$ cat config.mk
export PLATFORM = sky130hd
export DESIGN_NAME = mbox_ipc
export DESIGN_NICKNAME = d
export VERILOG_FILES = /design/src/rtl/mbox_ipc_pkg.sv /design/src/rtl/mbox_queue.sv /design/src/rtl/mbox_user_irq.sv /design/src/rtl/mbox_ipc.sv
export SDC_FILE = /design/constraint.sdc
export NUM_CORES = 1
export LEC_CHECK = 0
export CAP_MARGIN = 20
export CELL_PAD_IN_SITES_DETAIL_PLACEMENT = 0
export CELL_PAD_IN_SITES_GLOBAL_PLACEMENT = 1
export CORE_ASPECT_RATIO = 0.9
export CORE_MARGIN = 2
export CORE_UTILIZATION = 51
export CTS_BUF_LIST = sky130_fd_sc_hd__clkbuf_8
export DETAILED_ROUTE_END_ITERATION = 10
export PLACE_DENSITY = 0.76
export SYNTH_ARGS = -nofsm -noshare
export SYNTH_HDL_FRONTEND = slang
export SYNTH_SLANG_ARGS = --single-unit
$ cat constraint.sdc
create_clock -name clk -period 3.05 [get_ports clk]
set_input_delay 0.305 -clock clk [delete_from_list [all_inputs] [get_ports clk]]
set_output_delay 0.305 -clock clk [all_outputs]
set_load 0.02 [all_outputs]
$ cat src/rtl/mbox_ipc_pkg.sv
package mbox_ipc_pkg;

   localparam int unsigned WORD_W   = 32;

   // Fixed region bases (byte offsets)
   localparam int unsigned OFS_REV  = 32'h000;
   localparam int unsigned OFS_MSG  = 32'h040;
   localparam int unsigned OFS_FULL = 32'h080;
   localparam int unsigned OFS_CNT  = 32'h0C0;

   // Per-user register placement for the two layouts
   localparam int unsigned OLD_STAT_BASE = 32'h100;
   localparam int unsigned OLD_EN_BASE   = 32'h104;
   localparam int unsigned OLD_STRIDE    = 8;
   localparam int unsigned NEW_STAT_BASE = 32'h104;
   localparam int unsigned NEW_EN_BASE   = 32'h108;
   localparam int unsigned NEW_CLR_BASE  = 32'h10C;
   localparam int unsigned NEW_STRIDE    = 16;

   // Window sizes in bytes
   localparam int unsigned OLD_WINDOW = 32'h120;
   localparam int unsigned NEW_WINDOW = 32'h130;

endpackage

$ cat src/rtl/mbox_queue.sv
module mbox_queue #(
   parameter int unsigned DW    = 32,
   parameter int unsigned DEPTH = 4,
   localparam int unsigned PTR_W = (DEPTH > 1) ? $clog2(DEPTH) : 1,
   localparam int unsigned CNT_W = $clog2(DEPTH + 1)
) (
   input  logic             clk,
   input  logic             rst_n,
   input  logic             push,
   input  logic             pop,
   input  logic [DW-1:0]    din,
   output logic [DW-1:0]    head,
   output logic [CNT_W-1:0] count,
   output logic             full,
   output logic             empty
);

   logic [DW-1:0]    store [DEPTH];
   logic [PTR_W-1:0] wr_ptr, rd_ptr;
   logic [CNT_W-1:0] cnt_q;

   function automatic logic [PTR_W-1:0] step(input logic [PTR_W-1:0] p);
      return (p == PTR_W'(DEPTH - 1)) ? '0 : p + 1'b1;
   endfunction

   assign full  = (cnt_q == CNT_W'(DEPTH));
   assign empty = (cnt_q == '0);
   assign count = cnt_q;
   assign head  = store[rd_ptr];

   always_ff @(posedge clk or negedge rst_n) begin
      if (!rst_n) begin
         wr_ptr <= '0;
         rd_ptr <= '0;
         cnt_q  <= '0;
      end else begin
         if (push) wr_ptr <= step(wr_ptr);
         if (pop)  rd_ptr <= step(rd_ptr);
         if (push && !pop)      cnt_q <= cnt_q + 1'b1;
         else if (pop && !push) cnt_q <= cnt_q - 1'b1;
      end
   end

   always_ff @(posedge clk) begin
      if (push) store[wr_ptr] <= din;
   end

endmodule

$ cat src/rtl/mbox_user_irq.sv
module mbox_user_irq #(
   parameter int unsigned EV_W = 8
) (
   input  logic            clk,
   input  logic            rst_n,
   input  logic [EV_W-1:0] set_ev,
   input  logic            wr_stat,
   input  logic            wr_en,
   input  logic            wr_clr,
   input  logic [EV_W-1:0] wdata,
   output logic [EV_W-1:0] stat,
   output logic [EV_W-1:0] en,
   output logic            irq
);

   logic [EV_W-1:0] clr_mask;

   assign clr_mask = wr_stat ? wdata : '0;
   assign irq      = |(stat & en);

   always_ff @(posedge clk or negedge rst_n) begin
      if (!rst_n) begin
         stat <= '0;
         en   <= '0;
      end else begin
         // events win over a simultaneous write-1-to-clear
         stat <= (stat & ~clr_mask) | set_ev;
         if (wr_en)       en <= wdata;
         else if (wr_clr) en <= en & ~wdata;
      end
   end

endmodule

$ cat src/rtl/mbox_ipc.sv
module mbox_ipc
   import mbox_ipc_pkg::*;
#(
   parameter int unsigned NQ         = 4,
   parameter int unsigned NU         = 3,
   parameter int unsigned DEPTH      = 4,
   parameter bit          NEW_LAYOUT = 1'b0,
   parameter int unsigned ADDR_W     = 9,
   parameter logic [3:0]  REV_MAJOR  = 4'd2,
   parameter logic [3:0]  REV_MINOR  = 4'd0
) (
   input  logic              clk,
   input  logic              rst_n,
   input  logic [ADDR_W-1:0] bus_addr,
   input  logic              bus_wr,
   input  logic [31:0]       bus_wdata,
   input  logic              bus_rd,
   output logic [31:0]       bus_rdata,
   output logic [NU-1:0]     irq_out
);

   localparam int unsigned EV_W   = 2 * NQ;
   localparam int unsigned CNT_W  = $clog2(DEPTH + 1);
   localparam int unsigned WINDOW = NEW_LAYOUT ? NEW_WINDOW : OLD_WINDOW;
   localparam int unsigned LAST_U = NEW_LAYOUT ? (NEW_CLR_BASE + NEW_STRIDE * (NU - 1) + 4)
                                               : (OLD_EN_BASE + OLD_STRIDE * (NU - 1) + 4);

   // ---------------- elaboration checks ----------------
   if (NQ < 1 || NQ > 16)          begin : g_bad_nq    $error("NQ must be 1..16"); end
   if (NU < 1 || LAST_U > WINDOW)  begin : g_bad_nu    $error("NU does not fit the register window"); end
   if (DEPTH < 2)                  begin : g_bad_depth $error("DEPTH must be at least 2"); end
   if ((1 << ADDR_W) < WINDOW)     begin : g_bad_aw    $error("ADDR_W too narrow for the window"); end

   // ---------------- queue side ----------------
   logic [NQ-1:0]     sel_msg, sel_full, sel_cnt;
   logic [NQ-1:0]     wr_msg, push, pop, q_full, q_empty;
   logic [WORD_W-1:0] q_head [NQ];
   logic [CNT_W-1:0]  q_cnt  [NQ];
   logic [NQ*CNT_W-1:0] q_cnt_flat;
   logic [EV_W-1:0]   ev;

   for (genvar m = 0; m < NQ; m++) begin : g_q
      assign sel_msg[m]  = (bus_addr == ADDR_W'(OFS_MSG  + 4 * m));
      assign sel_full[m] = (bus_addr == ADDR_W'(OFS_FULL + 4 * m));
      assign sel_cnt[m]  = (bus_addr == ADDR_W'(OFS_CNT  + 4 * m));

      assign wr_msg[m] = bus_wr & sel_msg[m];
      assign push[m]   = wr_msg[m] & ~q_full[m];
      assign pop[m]    = bus_rd & sel_msg[m] & ~q_empty[m];

      mbox_queue #(.DW(WORD_W), .DEPTH(DEPTH)) u_queue (
         .clk   (clk),
         .rst_n (rst_n),
         .push  (push[m]),
         .pop   (pop[m]),
         .din   (bus_wdata),
         .head  (q_head[m]),
         .count (q_cnt[m]),
         .full  (q_full[m]),
         .empty (q_empty[m])
      );

      assign ev[2*m]     = push[m];
      assign ev[2*m + 1] = pop[m] & q_full[m];
      assign q_cnt_flat[m*CNT_W +: CNT_W] = q_cnt[m];
   end

   // ---------------- user side ----------------
   logic [NU-1:0]      sel_stat, sel_en, sel_clr;
   logic [NU-1:0]      wr_stat, wr_en, wr_clr;
   logic [EV_W-1:0]    u_stat [NU];
   logic [EV_W-1:0]    u_en   [NU];
   logic [NU*EV_W-1:0] stat_flat, en_flat;

   for (genvar u = 0; u < NU; u++) begin : g_u
      if (NEW_LAYOUT) begin : g_new
         assign sel_stat[u] = (bus_addr == ADDR_W'(NEW_STAT_BASE + NEW_STRIDE * u));
         assign sel_en[u]   = (bus_addr == ADDR_W'(NEW_EN_BASE   + NEW_STRIDE * u));
         assign sel_clr[u]  = (bus_addr == ADDR_W'(NEW_CLR_BASE  + NEW_STRIDE * u));
      end else begin : g_old
         assign sel_stat[u] = (bus_addr == ADDR_W'(OLD_STAT_BASE + OLD_STRIDE * u));
         assign sel_en[u]   = (bus_addr == ADDR_W'(OLD_EN_BASE   + OLD_STRIDE * u));
         assign sel_clr[u]  = 1'b0;
      end

      assign wr_stat[u] = bus_wr & sel_stat[u];
      assign wr_en[u]   = bus_wr & sel_en[u];
      assign wr_clr[u]  = bus_wr & sel_clr[u];

      mbox_user_irq #(.EV_W(EV_W)) u_irq (
         .clk     (clk),
         .rst_n   (rst_n),
         .set_ev  (ev),
         .wr_stat (wr_stat[u]),
         .wr_en   (wr_en[u]),
         .wr_clr  (wr_clr[u]),
         .wdata   (bus_wdata[EV_W-1:0]),
         .stat    (u_stat[u]),
         .en      (u_en[u]),
         .irq     (irq_out[u])
      );

      assign stat_flat[u*EV_W +: EV_W] = u_stat[u];
      assign en_flat[u*EV_W +: EV_W]   = u_en[u];
   end

   // ---------------- read mux ----------------
   always_comb begin
      bus_rdata = '0;
      if (bus_rd) begin
         if (bus_addr == ADDR_W'(OFS_REV)) bus_rdata = {24'h0, REV_MAJOR, REV_MINOR};
         for (int m = 0; m < NQ; m++) begin
            if (sel_msg[m] && !q_empty[m]) bus_rdata = q_head[m];
            if (sel_full[m])               bus_rdata = 32'(q_full[m]);
            if (sel_cnt[m])                bus_rdata = 32'(q_cnt[m]);
         end
         for (int u = 0; u < NU; u++) begin
            if (sel_stat[u]) bus_rdata = 32'(u_stat[u]);
            if (sel_en[u])   bus_rdata = 32'(u_en[u]);
         end
      end
   end

endmodule

---- Word-level counts from Yosys, hierarchy flattened ----
Memories as Yosys holds them, arrays and structs flattened.
Index checks and enable logic that the tools add are counted.
word-level totals
  flip-flop bits (word level) ............. 76
  bits in writable memories ............... 512
  bits of input ports ..................... 45
  output and inout port bits .............. 35
  logic and storage cells ................. 197
  memories kept ........................... 4
operators by class
  $add $sub $neg .......................... 16
  equality and inequality tests ........... 30
  mux-type cells .......................... 47
  bitwise operators ....................... 46
  reductions and logical operators ........ 36
memory list
  memory                depth  bits a word  rd ports  clocked after Yosys merged registers in  write ports  line              source
  g_q[0].u_queue.store  4      32           1         0                                        1            mbox_queue.sv:18  logic [DW-1:0] store [DEPTH];
  g_q[1].u_queue.store  4      32           1         0                                        1            mbox_queue.sv:18
  g_q[2].u_queue.store  4      32           1         0                                        1            mbox_queue.sv:18
  g_q[3].u_queue.store  4      32           1         0                                        1            mbox_queue.sv:18
operators by type and width
  kind                                               count
  two-way mux 32 bit                                 19
  == test 9 x 8 -> 1 bit (second input constant)     8
  == test 9 bit (second input constant)              6
  bitwise AND 8 bit                                  6
  == test 9 x 7 -> 1 bit (second input constant)     4
  bitwise AND 1 bit                                  26
  two-way mux 3 bit                                  8
  two-way mux 8 bit                                  3
  inverter 8 bit                                     3
  bitwise OR 8 bit                                   3
  OR reduction 8 bit                                 3
  adder 2 x 1 -> 2 bit (second input constant)       8
  == test 2 bit (second input constant)              8
  two-way mux 2 bit                                  8
  adder 3 x 1 -> 3 bit (second input constant)       4
  == test 3 bit (second input constant)              4
  logical AND 1 bit                                  12
  logical NOT 1 bit                                  12
  logical NOT 3 bit                                  4
  subtractor 3 x 1 -> 3 bit (second input constant)  4
  logical NOT 9 bit                                  1
  two-way mux 1 bit                                  8
  inverter 1 bit                                     8
  nonzero test 2 bit                                 4
  two-way mux 6 bit                                  1

---- Logic depth before layout (Yosys ltp) ----
  depth after elaboration ................. 22
  mapped depth ............................ 12
  mapped depth without buffers ............ 9

---- Cells and area by module ----
From an unflattened synthesis, not the netlist that was laid out.
unflattened totals
  cells, all modules ...................... 1312
  area total of the unflattened synthesis .. 24541.0 sq um
by module, submodules not included
  module                           times used  cells each  area each (sq um)  seq. area each (sq um)
  mbox_queue (g_q[0].u_queue ...)  3           205         5081.1             4018.9
  mbox_queue (g_q[2].u_queue)      1           205         5082.4             4018.9
  mbox_user_irq                    3           64          711.9              400.4
  mbox_ipc                         1           300         2079.5             0.0

---- Worst setup path after synthesis ----
OpenSTA, ideal clock, no wires.
  path type ............................... input to register
  from .................................... input port bus_addr[2]
  to ...................................... memory g_q[0].u_queue.store[0][0], enable pin
  library setup time ...................... 0.392 ns
  arrival ................................. 2.480 ns
  setup slack ............................. 0.178 ns
  stages .................................. 7
  buffers on the path ..................... 3
  path through ............................ clkbuf_1 > or2_2 > clkbuf_1 > or2_2 > nor3_1 > buf_2 > and2_1
on the way
  longest elaborated chain between the ends .. 5
RTL lines
  element                                  line              source
  start, declared                          mbox_ipc.sv:14    input logic [ADDR_W-1:0] bus_addr,
  == test 9 x 7 -> 1 bit                   mbox_ipc.sv:43    assign sel_msg[m] = (bus_addr == ADDR_W'(OFS_MSG + 4 * m));
  bitwise AND 1 bit                        mbox_ipc.sv:47    assign wr_msg[m] = bus_wr & sel_msg[m];
  bitwise AND 1 bit                        mbox_ipc.sv:48    assign push[m] = wr_msg[m] & ~q_full[m];
  via g_q[0].u_queue.push                  mbox_queue.sv:9   input logic push,
  two-way mux 1 bit                        mbox_queue.sv:45  if (push) store[wr_ptr] <= din;
  two-way mux 1 bit (implied by the code)  mbox_queue.sv:45
  end, declared                            mbox_queue.sv:18
The timed path passes the listed nets, and every way through them passes these cells.

---- Worst setup path in the final report ----
  from .................................... register g_q[3].u_queue.rd_ptr[0]
  to ...................................... output port bus_rdata[0]
on the way
  longest elaborated chain between the ends .. 11
RTL lines
  element                   line              source
  start, declared           mbox_queue.sv:19  logic [PTR_W-1:0] wr_ptr, rd_ptr;
  start signal, assigned    mbox_queue.sv:38  if (pop) rd_ptr <= step(rd_ptr);
  memory read (4 x 32 bit)  -
  two-way mux 32 bit        mbox_ipc.sv:113   if (sel_msg[m] && !q_empty[m]) bus_rdata = q_head[m];
  two-way mux 32 bit        mbox_ipc.sv:114   if (sel_full[m]) bus_rdata = 32'(q_full[m]);
  two-way mux 32 bit        mbox_ipc.sv:115   if (sel_cnt[m]) bus_rdata = 32'(q_cnt[m]);
  two-way mux 32 bit        mbox_ipc.sv:118   if (sel_stat[u]) bus_rdata = 32'(u_stat[u]);
  two-way mux 32 bit        mbox_ipc.sv:119   if (sel_en[u]) bus_rdata = 32'(u_en[u]);
  two-way mux 32 bit        mbox_ipc.sv:118
  two-way mux 32 bit        mbox_ipc.sv:119
  two-way mux 32 bit        mbox_ipc.sv:118
  two-way mux 32 bit        mbox_ipc.sv:119
  two-way mux 32 bit        mbox_ipc.sv:110   if (bus_rd) begin
  end, declared             mbox_ipc.sv:18    output logic [31:0] bus_rdata,
No other way between the ends.

==> results.ini <==
[outcome]
status=finished clean

[synthesis]
yosysMostFrequentCell=edfxtp_1
synthDistinctLibCells=65
async_flop_share_pct=12.93
synthXorXnorAreaFrac_pct=0.4378
yosys.area_share.simple_pct=4.742
synth_compound_area_share_pct=5.378
netlist_top_cells_area=edfxtp_1, mux4_2, dfrtp_1
synth.top_cell.area_share_pct=64.04
synth_nets=1351
synthesis.area_um2=24010
synth_warnings=0
synth_top_family_by_area=multiplexers
synth_common_cells=edfxtp_1, mux4_2, nand2_1, dfrtp_1, a22oi_1
synthMuxAreaShare_pct=14.03
ys_ff_latch=588
synthAdderAreaFrac_pct=1.584
synth_top_area_cell=edfxtp_1
synth_cells=1278
postSynthAreaPerCell_um2=18.79
synth_flop_cell=edfxtp_1
synth-seq-area-share_pct=71.96
synth_edf_count=512

[power_and_ir_drop]
irDropWorstVdd_mv=0.3502
power.switching_uw=3322
power-per-cell-area_nw_per_um2=525.0
p_seq_share_pct=57.0
pwr-share-comb_pct=3.2
p_leak_uw=0.01038
internal_power_uw=12160
p_sw_share_pct=21.45
clkPwrFrac_pct=39.8

[sta]
min_period_ps=3014
rsz0062_at_grt=true
setup_violations=0
final-hold-violation-count=0
max_freq_ghz=0.3317
finalCritPeriodShare_pct=98.83
worstMarginPinSlew_ps=1217
tns_ps=0
final-max-slew-violation-count=0
slew_headroom_pct=18.58
finClkSkew_ps=17.07

[route]
drt_iter0_drc=1442
drc_errors=0
ant_nets=0
vias_per_cell=5.954
wirelength_um=60950
first_pass_iters=5
wire_per_inst_um=26.56
vias=13665

[setup_path]
slowest_stage=mux4_2
endpoint_kind=output port
cp_cell_sequence=buf_12 -> mux4_2 -> a22o_1 -> buf_6 -> o31ai_4 -> a31oi_2 -> buf_4
arrival_ps=2710
path_max_fanout=3
path_buf_inv=3
slowest_delay_ps=550
required_ps=2740
cp-start-kind=register
reg2reg_slack_ps=520
critPathKind=register to output port
critPathTopFamily=compound AO/OA/AOI/OAI gates

[cells_and_area]
n_antenna_cell=0
drive_gt1_share_pct=37.46
postLayoutCellArea_um2=29490
fillCellCount=3309
final_nets=1676
area_growth_pct=22.84

[die]
initial_core_util_pct=51.58
row_count=75
fp.dieW_um=232.7
die_y_um=209.8
core_region_area_um2=46540
ioPinCount=80
dieArea_um2=48830

[clock_tree]
cts_tree=built
cts-root-buf=clkbuf_8
clkLatencyLatePin_ps=670
path_clk_slew_ps=60
ctsHtreeMaxLevel=3
cts_sinks=588
cts_buffers=92
clk_path_buf_depth=3

[placement]
place_congestion=0.9505
dpl-instance-area_um2=27040
dp_hpwl_um=38730
port_buffers=79

[worst_hold_path]
hold_path.class=primary input to asynchronous set/reset pin

[flow_run]
max-cap-violations=0

[grt]
grt_max_degree=77
grt_pass1_vias=13617
overflow=0
grt_pass1_wl_um=89240
grtUsageTotal_pct=25.59
grt_antenna_before_repair=0

[metrics by stage]
stage	power, uW	worst slack [ps]	utilization (%)	cells	hold WS, ps
2_1_floorplan	9129	178.4	-	1278	9.409
3_3_place_gp	9435	-550.8	58.09	2080	484.3
3_5_place_dp	9447	-576.9	58.09	2080	488.2
4_1_cts	15590	-68.57	62.49	2272	380.4
5_1_grt	15980	-58.14	63.36	2295	78.41
6_report	15480	35.61	63.36	2295	84.45
[metal layers]
| metal | share of wire [%] | track usage [%] |
|---|---|---|
| met1 | 43 | 38.60 |
| met2 | 46 | 38.15 |
| met3 | 9.4 | 6.345 |
| met4 | 1.6 | 5.776 |
| met5 | 0 | 0 |
[power by group through the flow]
| stage | clock network (uW) | logic (uW) | registers (uW) |
|---|---|---|---|
| 2_1_floorplan | 0 | 158 | 8970 |
| 6_report | 6160 | 501 | 8820 |
| 4_1_cts | 6300 | 478 | 8820 |
| 5_1_grt | 6620 | 539 | 8820 |
| 3_5_place_dp | 0 | 463 | 8980 |
| 3_3_place_gp | 0 | 453 | 8980 |
[what timing repair did]
action	4_1_cts	5_1_grt
gates resized for setup	126	86
endpoints found under the hold margin	76	0
hold buffers	1	0
cloned	1	2
setup endpoints to repair	32	32
buffers inserted	20	22
pin swaps	12	24
[final timing paths]
| check | from | end | cells after the start |
|---|---|---|---|
| setup / recovery | g_q[3].u_queue.rd_ptr[0]$_DFFE_PN0P_ | bus_rdata[0] | 7 |
| hold / removal | rst_n | g_u[2].u_irq.en[6]$_DFFE_PN0P_ | 2 |
| setup reg to reg | g_q[2].u_queue.count[0]$_DFFE_PN0P_ | g_q[2].u_queue.count[1]$_DFFE_PN0P_ | 10 |
| hold reg to reg | g_u[1].u_irq.stat[3]$_DFF_PN0_ | g_u[1].u_irq.stat[3]$_DFF_PN0_ | 2 |
| max in group asynchronous | rst_n | g_q[1].u_queue.rd_ptr[1]$_DFFE_PN0P_ | 3 |
| min in group clk | g_u[1].u_irq.stat[3]$_DFF_PN0_ | g_u[1].u_irq.stat[3]$_DFF_PN0_ | 2 |
[flip-flops by register name (all words and copies together) (netlist names)]
register / cells
g_q.u_queue.count: 12
g_q.u_queue.rd_ptr: 8
g_q.u_queue.store: 512
g_q.u_queue.wr_ptr: 8
g_u.u_irq.en: 24
g_u.u_irq.stat: 24
[layout by cell type, fill, tap and decap left out, types with 42 or more instances in the layout]
cell,instances
a22oi_1,57
buf_12,48
buf_4,150
clkbuf_8,96
clkdlybuf4s50_1,42
dfrtp_1,61
edfxtp_1,512
inv_1,44
mux4_2,128
nand2_1,78
[worst register-to-register path, stage by stage (launching register included)]
cell	delay, ps
dfrtp_2	430
nor3_2	60
buf_4	150
nor4_4	300
buf_4	200
buf_6	190
nand2_1	110
ha_1	220
inv_1	70
fa_1	400
mux2_2	280
[area by class of cell]
cell class / instances / area, um2 / share of cell area [%]
sequential: 588 / 17300 / 58.65
multi-input combinational: 608 / 6573 / 22.29
timing repair buffer: 298 / 3083 / 10.45
clock buffer: 96 / 1321 / 4.480
tap: 616 / 770.7 / 2.613
clock inverter: 74 / 390.4 / 1.324
inverter: 15 / 56.30 / 0.1909
[logic make-up after synthesis]
| family | count (synthesis) |
|---|---|
| adders and majority gates | 28 |
| xor gates and xnor gates | 12 |
| and+or+nand+nor | 209 |
| AOI/OAI and AO/OA | 188 |
| buffers and inverters | 82 |
| muxes | 171 |
| DFF | 588 |
Power figures use the tool's default switching activity.
